--- config.mk ---
export PLATFORM = sky130hd
export DESIGN_NAME = enc_vel_unit
export DESIGN_NICKNAME = d
export VERILOG_FILES = /design/src/rtl/enc_vel_pkg.sv /design/src/rtl/enc_vel_timer.sv /design/src/rtl/enc_vel_counter.sv /design/src/rtl/enc_vel_ctrl.sv /design/src/rtl/enc_vel_unit.sv
export SDC_FILE = /design/constraint.sdc
export NUM_CORES = 1
export LEC_CHECK = 0
export BUFFER_PORTS_ARGS = -buffer_cell sky130_fd_sc_hd__buf_2
export CAP_MARGIN = 10
export CELL_PAD_IN_SITES_DETAIL_PLACEMENT = 1
export CELL_PAD_IN_SITES_GLOBAL_PLACEMENT = 1
export CORE_MARGIN = 4
export CORE_UTILIZATION = 44
export CTS_BUF_LIST = sky130_fd_sc_hd__clkbuf_8
export DETAILED_ROUTE_END_ITERATION = 8
export GPL_ROUTABILITY_DRIVEN = 1
export PLACE_DENSITY_LB_ADDON = 0.1
export SYNTH_ARGS = -nofsm -noshare
export SYNTH_HDL_FRONTEND = slang
export SYNTH_SLANG_ARGS = --single-unit
--- constraint.sdc ---
create_clock -name clk -period 7.39 [get_ports clk]
set_input_delay 1.1085 -clock clk [delete_from_list [all_inputs] [get_ports clk]]
set_output_delay 1.1085 -clock clk [all_outputs]
set_load 0.02 [all_outputs]
--- src/rtl/enc_vel_pkg.sv ---
package enc_vel_pkg;
    typedef enum logic {
        ST_ARM = 1'b0,
        ST_RUN = 1'b1
    } vel_state_t;
endpackage

--- src/rtl/enc_vel_timer.sv ---
module enc_vel_timer #(
    parameter int TMR_W = 32
) (
    input  logic             clk,
    input  logic             rst_n,
    input  logic             load,
    input  logic             dec,
    input  logic [TMR_W-1:0] load_val,
    output logic [TMR_W-1:0] q,
    output logic             zero
);
    localparam logic [TMR_W-1:0] ONE = {{(TMR_W-1){1'b0}}, 1'b1};

    always_ff @(posedge clk or negedge rst_n) begin
        if (!rst_n)    q <= '0;
        else if (load) q <= load_val;
        else if (dec)  q <= q - ONE;
    end

    assign zero = (q == '0);


    load_takes_val_chk: assert property (@(posedge clk) disable iff (!rst_n)
        load |=> q == $past(load_val));


    dec_step_chk: assert property (@(posedge clk) disable iff (!rst_n)
        (dec && !load) |=> q == $past(q) - ONE);
endmodule

--- src/rtl/enc_vel_counter.sv ---
module enc_vel_counter #(
    parameter int CNT_W = 32
) (
    input  logic             clk,
    input  logic             rst_n,
    input  logic             restart,
    input  logic             inc,
    output logic [CNT_W-1:0] cnt
);
    localparam logic [CNT_W-1:0] CMAX = '1;
    localparam logic [CNT_W-1:0] ONE  = {{(CNT_W-1){1'b0}}, 1'b1};

    always_ff @(posedge clk or negedge rst_n) begin
        if (!rst_n)                     cnt <= '0;
        else if (restart)               cnt <= inc ? ONE : '0;
        else if (inc && cnt != CMAX)    cnt <= cnt + ONE;
    end


    sat_hold_chk: assert property (@(posedge clk) disable iff (!rst_n)
        (cnt == CMAX && !restart) |=> cnt == CMAX);


    inc_step_chk: assert property (@(posedge clk) disable iff (!rst_n)
        (inc && !restart && cnt != CMAX) |=> cnt == $past(cnt) + ONE);


    restart_pulse_chk: assert property (@(posedge clk) disable iff (!rst_n)
        (restart && inc) |=> cnt == ONE);
endmodule

--- src/rtl/enc_vel_ctrl.sv ---
module enc_vel_ctrl
    import enc_vel_pkg::*;
(
    input  logic clk,
    input  logic rst_n,
    input  logic tmr_zero,
    input  logic clr,
    output logic do_load,
    output logic do_dec,
    output logic do_capture
);
    vel_state_t state, state_nx;

    always_ff @(posedge clk or negedge rst_n) begin
        if (!rst_n) state <= ST_ARM;
        else        state <= state_nx;
    end

    always_comb begin
        state_nx   = state;
        do_load    = 1'b0;
        do_dec     = 1'b0;
        do_capture = 1'b0;
        unique case (state)
            ST_ARM: begin
                do_load  = 1'b1;
                state_nx = ST_RUN;
            end
            ST_RUN: begin
                if (clr) begin
                    do_load = 1'b1;
                end else if (tmr_zero) begin
                    do_load    = 1'b1;
                    do_capture = 1'b1;
                end else begin
                    do_dec = 1'b1;
                end
            end
            default: state_nx = ST_ARM;
        endcase
    end


    clr_no_capture_chk: assert property (@(posedge clk) disable iff (!rst_n)
        clr |-> !do_capture);


    expire_cap_chk: assert property (@(posedge clk) disable iff (!rst_n)
        (state == ST_RUN && tmr_zero && !clr) |-> do_capture);
endmodule

--- src/rtl/enc_vel_unit.sv ---
module enc_vel_unit #(
    parameter int TMR_W = 32,
    parameter int CNT_W = 32
) (
    input  logic             clk,
    input  logic             rst_n,
    input  logic             enc_pulse,
    input  logic             vel_clr,
    input  logic [TMR_W-1:0] reload_val,
    input  logic [CNT_W-1:0] cmp_val,
    output logic [TMR_W-1:0] timer_q,
    output logic [CNT_W-1:0] vel_live,
    output logic [CNT_W-1:0] vel_cap,
    output logic             tmr_ovf,
    output logic             cap_below
);
    logic tmr_zero, do_load, do_dec, do_capture;

    enc_vel_ctrl u_ctrl (
        .clk        (clk),
        .rst_n      (rst_n),
        .tmr_zero   (tmr_zero),
        .clr        (vel_clr),
        .do_load    (do_load),
        .do_dec     (do_dec),
        .do_capture (do_capture)
    );

    enc_vel_timer #(.TMR_W(TMR_W)) u_timer (
        .clk      (clk),
        .rst_n    (rst_n),
        .load     (do_load),
        .dec      (do_dec),
        .load_val (reload_val),
        .q        (timer_q),
        .zero     (tmr_zero)
    );

    enc_vel_counter #(.CNT_W(CNT_W)) u_count (
        .clk     (clk),
        .rst_n   (rst_n),
        .restart (do_load),
        .inc     (enc_pulse),
        .cnt     (vel_live)
    );

    always_ff @(posedge clk or negedge rst_n) begin
        if (!rst_n) begin
            vel_cap   <= '0;
            tmr_ovf   <= 1'b0;
            cap_below <= 1'b0;
        end else begin
            tmr_ovf   <= do_capture;
            cap_below <= do_capture && (vel_live < cmp_val);
            if (do_capture) vel_cap <= vel_live;
        end
    end


    below_with_ovf_chk: assert property (@(posedge clk) disable iff (!rst_n)
        cap_below |-> tmr_ovf);


    clr_keeps_cap_chk: assert property (@(posedge clk) disable iff (!rst_n)
        vel_clr |=> $stable(vel_cap) && !tmr_ovf);


    cap_takes_live_chk: assert property (@(posedge clk) disable iff (!rst_n)
        do_capture |=> vel_cap == $past(vel_live));


    ovf_shows_reload_chk: assert property (@(posedge clk) disable iff (!rst_n)
        tmr_ovf |-> timer_q == $past(reload_val));
endmodule

==> results summary, run 1 <==
The run finished with clean final reports. Cells fill 54.5% of the core in the end. The average cell area after synthesis came out at approximately 9.7 sq um.

The proportion of synthesized chip area in sequential cells came out at 43.6%. The number of fill cells in the layout is 1,551. The core region area came out at 12,600 sq um. The die outline width is 122 um. The post-layout worst setup margin came out at 4030 ps. The post-layout total power came out at 1.14 mW. The max-capacitance violation count came out at 0. The detail route stage leaves a number of antenna-violating nets equal to 0.

The worst-case setup slack after placement came out at ~4000 ps. The global-route total usage across every layer came out at 23.6%. The setup fix buffers added after clock tree synthesis came out at 0. The first-pass GRT wire length came out at between 20,000 and 30,000 um.

The post-synthesis cell count came out at 589. The routed layout has 5,257 vias. The max-slew violation total from the final report is 0. The count of instances resized after the clock tree is built came out at 0. The power density of the placed cells is 166 nW/um^2. Data on the critical path is required at its endpoint by between 7000 and 8000 ps. The number of buffers on the longest clock path came out at 2. The synthesis warning total is 0. The starting density of the core is 45.1%.

The largest net degree at the start of global routing is between 60 and 70. The total CTS buffers is 9. For this design the static power due to leakage is 3.34 nW. VDD sags by at most 104 uV. The number of failing hold endpoints at the final stage is 0.

The boundary pin count is 166. The transition time at the pin with the least slew margin came out at 1120 ps. Setup repair after global routing left no endpoint under its margin. The wire-length estimate of the detail-placed layout is 12,600 um.

Leaving out fill and tap cells, the most frequent cells in the layout are sky130_fd_sc_hd__buf_2 (164), sky130_fd_sc_hd__dfrtp_1 (99), sky130_fd_sc_hd__o21ai_0 (72). Counting flops with a built-in enable in the synthesized netlist gives 0. The standard-cell row count came out at 41. The worst-skew pair later-pin latency came out at 390 ps.

The library cell used most frequently in the layout, excluding fill and tap cells, is sky130_fd_sc_hd__buf_2. The detailed-route wire length is 16,800 um. In this run, the number of DRC markers left after iteration 0 of detailed routing was 226.

After clock tree synthesis, the flow added hold-fix buffers numbering 0. The number of input and output port buffers inserted is approximately 170. Of the available clock period, the critical path in the final layout requires 45.4%. Among all flip-flop cells after synthesis, the most frequent one is sky130_fd_sc_hd__dfrtp_1. The number of detailed-routing iterations run before antenna repair came out at 4. The largest fanout on the critical path came out at 57.

In the final timing run, aggregate negative setup slack is 0 ps. Between clock sinks in the finished design, the worst skew comes to 12.7 ps. In the routed design, unresolved DRC markers number 0. The worst relative slew slack came out at ~25%.

The average wire length per cell after detail routing came out at 18.2 um. The async set-or-reset flop fraction in the synthesized netlist came out at 100%. The number of global-route vias before repair is 5,590.

The global-route congestion overflow total came out at 0. The H-tree depth is 3. For this design, the slowest cell found on the critical path is sky130_fd_sc_hd__nand2_2. On the worst path, the slowest cell contributes a delay of 850 ps. The number of library cell types mapped by synthesis is 52.

Traced cell by cell, the critical path runs through inv_1 > ha_1 > nor4b_2 > nand4b_4 > or3_1 > nand2_2 > o21ai_0. The worst hold margin came out at between 500 and 600 ps. After clock tree synthesis, the clock-pin slew on the worst setup and hold paths is 100 ps. The number of nets in the finished design came out at roughly 850. Cells with a size suffix above 1 make up a little under a third of the layout. The CTS root buffer is sky130_fd_sc_hd__clkbuf_8. The kind of launch point of the worst setup path is a register. Data arrives at the worst endpoint at between 3000 and 4000 ps. The die area came out at 14,800 sq um. The count of clock tree sinks came out at 99. The fmax came out at 298 MHz. The detail-routed via count per cell is 5.70. The number of antenna cells inserted is 0. Synthesis inferred slightly below 100 register bits. The congestion estimate from routability-driven global placement came to between 0.8 and 0.9.

The setup path with the least slack is of type reg -> reg. The tightest min-delay check is of the reg -> reg type. Setup violations remaining at the end of the flow were counted as 0. Counting every net in the synthesized netlist gives 690. The area of the mapped netlist is 5690 sq um.

The die is 122 um tall. The minimum clock period is roughly 3400 ps. TritonCTS built the clock tree. The element type at the critical path end is a register. The area growth from synthesis to final layout came out at 20.9%.

The number of antenna violations at the first check in global routing is 0. In this run the register-to-register setup slack is 4030 ps.
## per-stage QoR
| stage | cell area [sq um] | cells |
|---|---|---|
| after global routing | 6870 | 922 |
| after detailed placement | 6630 | 906 |
| after CTS | 6870 | 922 |
| after floorplan | 5690 | 589 |
| after global placement | 6630 | 906 |
| final | 6870 | 922 |
## Yosys cell counts (2+ instances only)
| cell | instances | area share, % |
|---|---|---|
| sky130_fd_sc_hd__xnor2_1 | 19 | 2.9 |
| sky130_fd_sc_hd__ha_1 | 33 | 7.3 |
| sky130_fd_sc_hd__dfrtp_1 | 99 | 44 |
| sky130_fd_sc_hd__nand2b_1 | 4 | 0.44 |
| sky130_fd_sc_hd__xor2_1 | 8 | 1.2 |
| sky130_fd_sc_hd__a211oi_1 | 4 | 0.53 |
| sky130_fd_sc_hd__o311ai_0 | 3 | 0.46 |
| sky130_fd_sc_hd__a21o_1 | 5 | 0.66 |
| sky130_fd_sc_hd__or4_1 | 16 | 2.1 |
| sky130_fd_sc_hd__or3_1 | 20 | 2.2 |
| sky130_fd_sc_hd__o31ai_1 | 9 | 1.2 |
| sky130_fd_sc_hd__buf_2 | 4 | 0.35 |
| sky130_fd_sc_hd__mux2_2 | 31 | 6.1 |
| sky130_fd_sc_hd__nand2_1 | 25 | 1.7 |
| sky130_fd_sc_hd__o21ai_0 | 72 | 6.3 |
| sky130_fd_sc_hd__and2_1 | 6 | 0.66 |
| sky130_fd_sc_hd__or2_2 | 4 | 0.44 |
| sky130_fd_sc_hd__a31o_2 | 2 | 0.31 |
| sky130_fd_sc_hd__nand3_1 | 19 | 1.7 |
| sky130_fd_sc_hd__buf_6 | 3 | 0.59 |
| sky130_fd_sc_hd__nor4_1 | 14 | 1.5 |
| sky130_fd_sc_hd__clkbuf_1 | 11 | 0.73 |
| sky130_fd_sc_hd__nor2_1 | 29 | 1.9 |
| sky130_fd_sc_hd__a31oi_1 | 6 | 0.66 |
| sky130_fd_sc_hd__inv_1 | 41 | 2.7 |
| sky130_fd_sc_hd__mux2i_1 | 2 | 0.35 |
| sky130_fd_sc_hd__and4_1 | 5 | 0.77 |
| sky130_fd_sc_hd__nor3_1 | 14 | 1.2 |
| sky130_fd_sc_hd__nand4_1 | 16 | 1.8 |
| sky130_fd_sc_hd__buf_4 | 3 | 0.40 |
| sky130_fd_sc_hd__a221oi_1 | 2 | 0.31 |
| sky130_fd_sc_hd__a21oi_1 | 40 | 3.5 |
## critical path, delay by kind of cell (launching register included)
| kind | cells | cell delay [ps] |
|---|---|---|
| AOI/OAI and AO/OA | 1 | 260 |
| adders and majority gates | 1 | 220 |
| buffers and inverters | 1 | 70 |
| DFF | 1 | 430 |
| and+or+nand+nor | 4 | 2190 |
## kinds of logic (layout without fill, tap and decap cells)
| logic type | Yosys count | count (layout) | share of synthesized area [%] |
|---|---|---|---|
| simple gates | 180 | 180 | 18.2 |
| xor+xnor | 27 | 27 | 4.16 |
| fa+ha+maj | 33 | 33 | 7.26 |
| mux | 34 | 34 | 6.69 |
| buf+inv | 64 | 225 | 4.93 |
| other cells | 1 | 1 | 0.0659 |
| flops | 99 | 99 | 43.6 |
| compound gates | 151 | 151 | 15.2 |
## final timing paths
kind | start | endpoint | depth (start not counted)
max | u_timer.q[0]$_DFFE_PN0P_ | u_timer.q[17]$_DFFE_PN0P_ | 7
min | vel_cap[6]$_DFFE_PN0P_ | vel_cap[6]$_DFFE_PN0P_ | 1
max reg2reg | u_timer.q[0]$_DFFE_PN0P_ | u_timer.q[17]$_DFFE_PN0P_ | 7
min reg2reg | vel_cap[6]$_DFFE_PN0P_ | vel_cap[6]$_DFFE_PN0P_ | 1
max in group asynchronous | rst_n | u_count.cnt[15]$_DFFE_PN0P_ | 2
min in group asynchronous | rst_n | vel_cap[17]$_DFFE_PN0P_ | 1
## power by group
group	total (mW)	switching, mW	internal, mW
registers	0.583	0.0258	0.558
logic	0.133	0.0838	0.0496
clock network	0.426	0.202	0.224
total	1.14	0.311	0.831
## cell type report
class | count | area, sq um | share of cell area, %
Multi-Input combinational cell | 426 | 2940 | 42.7
Clock inverter | 7 | 116 | 1.69
Clock buffer | 9 | 124 | 1.80
Sequential cell | 99 | 2480 | 36.0
Inverter | 41 | 154 | 2.24
Timing Repair Buffer | 168 | 851 | 12.4
Tap cell | 172 | 215 | 3.13
## metal layers
metal | vias to the layer above | wire length [um] | GRT usage [%]
li1 | 2476 | - | -
met1 | 2625 | 7240 | 31.1
met2 | 135 | 8410 | 39.4
met3 | 21 | 910 | 4.41
met4 | 0 | 269 | 7.84
met5 | - | 0 | 0
## flip-flops by register name, summed over array words and instances, names as in the netlist
register      count
cap_below         1
vel_cap          32
u_count.cnt      32
u_timer.q        32
u_ctrl.state      1
tmr_ovf           1
(Power assumes the default switching activity.)
==> run 2: changes to the inputs <==
CORE_UTILIZATION = 40   (was 44)
clock period = 3.4 ns   (was 7.39 ns; I/O delays follow)
==> results summary, run 2 (synthesis results as in run 1) <==
During I/O placement, the number of pins put on the boundary was 166. The global-route congestion overflow total came out at 0. The detailed-route wire length came out at approximately 17,000 um. The number of nets in the finished design came out at 852.

The cell with the largest stage delay on the worst path is sky130_fd_sc_hd__or3_1. The run finished with clean final reports. Setup repair after global routing left no endpoint under its margin. The minimum clock period is 3050 ps. After detailed routing, the number of vias per cell comes to ~5.6. The worst setup path is launched from a register. The clock passes through at most 2 buffers.

The count of clock tree sinks came out at 99. The first-pass GRT wire length is 28,600 um. The H-tree depth came out at 3.

The worst-case setup slack after placement came out at between 200 and 250 ps. The worst-case register-to-register setup slack came out at 350 ps. TritonCTS built the clock tree.

The fmax came out at 328 MHz. The die area is 16,200 sq um. The most common library cell in the layout ignoring fill and taps is sky130_fd_sc_hd__buf_2.

The signal on the critical path passes through inv_1 > ha_1 > nor4b_4 > nand4b_4 > or3_1 > nor2_8 > mux2_2. The power density of the placed cells is 332 nW/um^2. The number of antenna violations at the first check in global routing is 2. STA puts the critical path data arrival time at 3320 ps. After clock tree synthesis, the clock-pin slew on the worst setup and hold paths is 100 ps. The number of detailed-routing iterations run before antenna repair is 4. By startpoint and endpoint, the worst setup path is classified as reg -> reg. The count of antenna-violating nets left after detailed routing came out at 0. The number of global-route vias before repair is around 5,600. Net switching is roughly 29% of the power. The clock network power share is 31.3%. The number of antenna diodes in the final layout is 0. Detailed routing inserted a total of around 5,300 vias.

The number of remaining DRC errors came out at 0. The total CTS buffers came out at 9. Of the cells placed in the final design, the portion with a size suffix greater than 1 is 30.6%. The standard-cell row count is 43. The die outline width is ~130 um.

The top cell types in the final layout, fill and taps aside, are sky130_fd_sc_hd__buf_2 (164), sky130_fd_sc_hd__dfrtp_1 (99), sky130_fd_sc_hd__o21ai_0 (72). The largest single stage delay on the critical path is 590 ps. The worst relative slew slack is 39.2%. In this run, flip-flops and latches consume 55.5% of the power. Across the VDD grid, the largest voltage drop is 149 uV. After clock tree synthesis, the repair step resized 0 gates. The path class of the tightest hold or removal check is in -> async. At the end of routability-driven placement, the weighted congestion stood at 0.822. After floorplanning, the core was sized to cover 13,900 sq um. The global-route total usage across every layer is about 22%. The count of buffers added on input and output ports is 165. The average wire length per cell after detail routing is 18.5 um. STA puts the critical path data required time at 3660 ps. Of all nets on the critical path, the largest fanout is 32. The count of routing violations after the opening detailed-route iteration came out at 217.

Once detailed placement completed, the half-perimeter wirelength came to 13,200 um. Post-CTS timing repair inserted 0 buffers for setup. In this run the static leakage power is 3.36 nW.

The largest registers in the layout are u_count.cnt: 32 flops, u_timer.q: 32 flops, vel_cap: 32 flops. For this configuration, the core starts out at a cell density of between 40% and 50%. The analysis attributes to net switching a power of 0.662 mW. The power share of the combinational group came out at between 10% and 20%. The CTS root buffer is sky130_fd_sc_hd__clkbuf_8.

The internal power of the cells totals about 1.6 mW. Across the run, the number of max-cap violations was 0. In this run the vertical extent of the chip is 127 um. The area growth from synthesis to final layout is 21.0%. Setup violations remaining at the end of the flow were counted as 0. The max-slew violation total from the final report is 0. The number of buffers inserted for hold repair after clock tree synthesis came out at 0. The post-layout worst setup margin came out at 349 ps. The share of the clock period used by the worst path after layout came out at between 80% and 90%. The setup total negative slack came out at 0 ps. The worst setup path is captured at a register. The number of failing hold endpoints at the final stage is 0.

Entering global routing, the biggest net connects 71 pins. Clock latency on the worst-skew pair, taken at its later pin, is 380 ps. At the pin with the least slew margin, the transition time is approximately 900 ps.

The largest clock skew in the final design is 11.1 ps.
-- run 2: cell types whose count changed in the layout (fill, tap and decap cells not counted), sizes merged --
cell	before	now
clkinvlp	1	0
inv	41	44
bufinv	3	0
buf	168	174
clkinv	3	2
clkbuf	9	11
-- run 2: final timing paths --
path                                           from                   endpoint  cells past startpoint
setup / recovery           u_timer.q[0]$_DFFE_PN0P_    vel_cap[13]$_DFFE_PN0P_                      7
hold / removal                                rst_n    vel_cap[16]$_DFFE_PN0P_                      1
setup reg to reg           u_timer.q[0]$_DFFE_PN0P_    vel_cap[13]$_DFFE_PN0P_                      7
hold reg to reg             vel_cap[24]$_DFFE_PN0P_    vel_cap[24]$_DFFE_PN0P_                      1
max in group asynchronous                     rst_n  u_timer.q[21]$_DFFE_PN0P_                      2
min in group clk                      reload_val[8]   u_timer.q[8]$_DFFE_PN0P_                      3
-- run 2: power by group through the flow --
stage	clock network (mW)	logic, mW	registers [mW]
after floorplan	0	0.117	1.32
after global placement	0	0.294	1.28
final	0.716	0.300	1.27
after detailed placement	0	0.303	1.29
after global routing	0.786	0.336	1.28
after CTS	0.731	0.305	1.27
-- run 2: critical path: cells and delay by family, from the launching register on --
| family | cells | cell delay (ps) |
|---|---|---|
| simple gates | 4 | 1740 |
| flops | 1 | 440 |
| mux | 1 | 410 |
| fa+ha+maj | 1 | 250 |
| buf+inv | 1 | 80 |
-- run 2: metal layers --
metal,share of wire (%),wire length [um],track usage [%]
met2,49,8530,37.5
met1,43,7530,27.5
met4,1.4,237,6.31
met5,0.087,15,0
met3,5.8,1010,4.72
-- run 2: area by class of cell --
class | instances | area [sq um]
clock buffers | 11 | 151
clock inverters | 5 | 21.3
fillers | 1652 | 7000
inverters | 41 | 154
multi-input cells | 426 | 2950
flip-flops and latches | 99 | 2480
well taps | 180 | 225
repair buffers | 174 | 908
-- run 2: per-stage QoR --
step / hold WS (ps) / instances / cell area (sq um) / power, mW / util (%)
final: 244 / 936 / 6880 / 2.28 / 49.6
after global routing: 325 / 936 / 6880 / 2.40 / 49.6
after CTS: 284 / 936 / 6870 / 2.30 / 49.5
after detailed placement: 492 / 920 / 6700 / 1.59 / 48.3
after global placement: 465 / 920 / 6700 / 1.58 / 48.3
after floorplan: 214 / 589 / 5690 / 1.44 / -
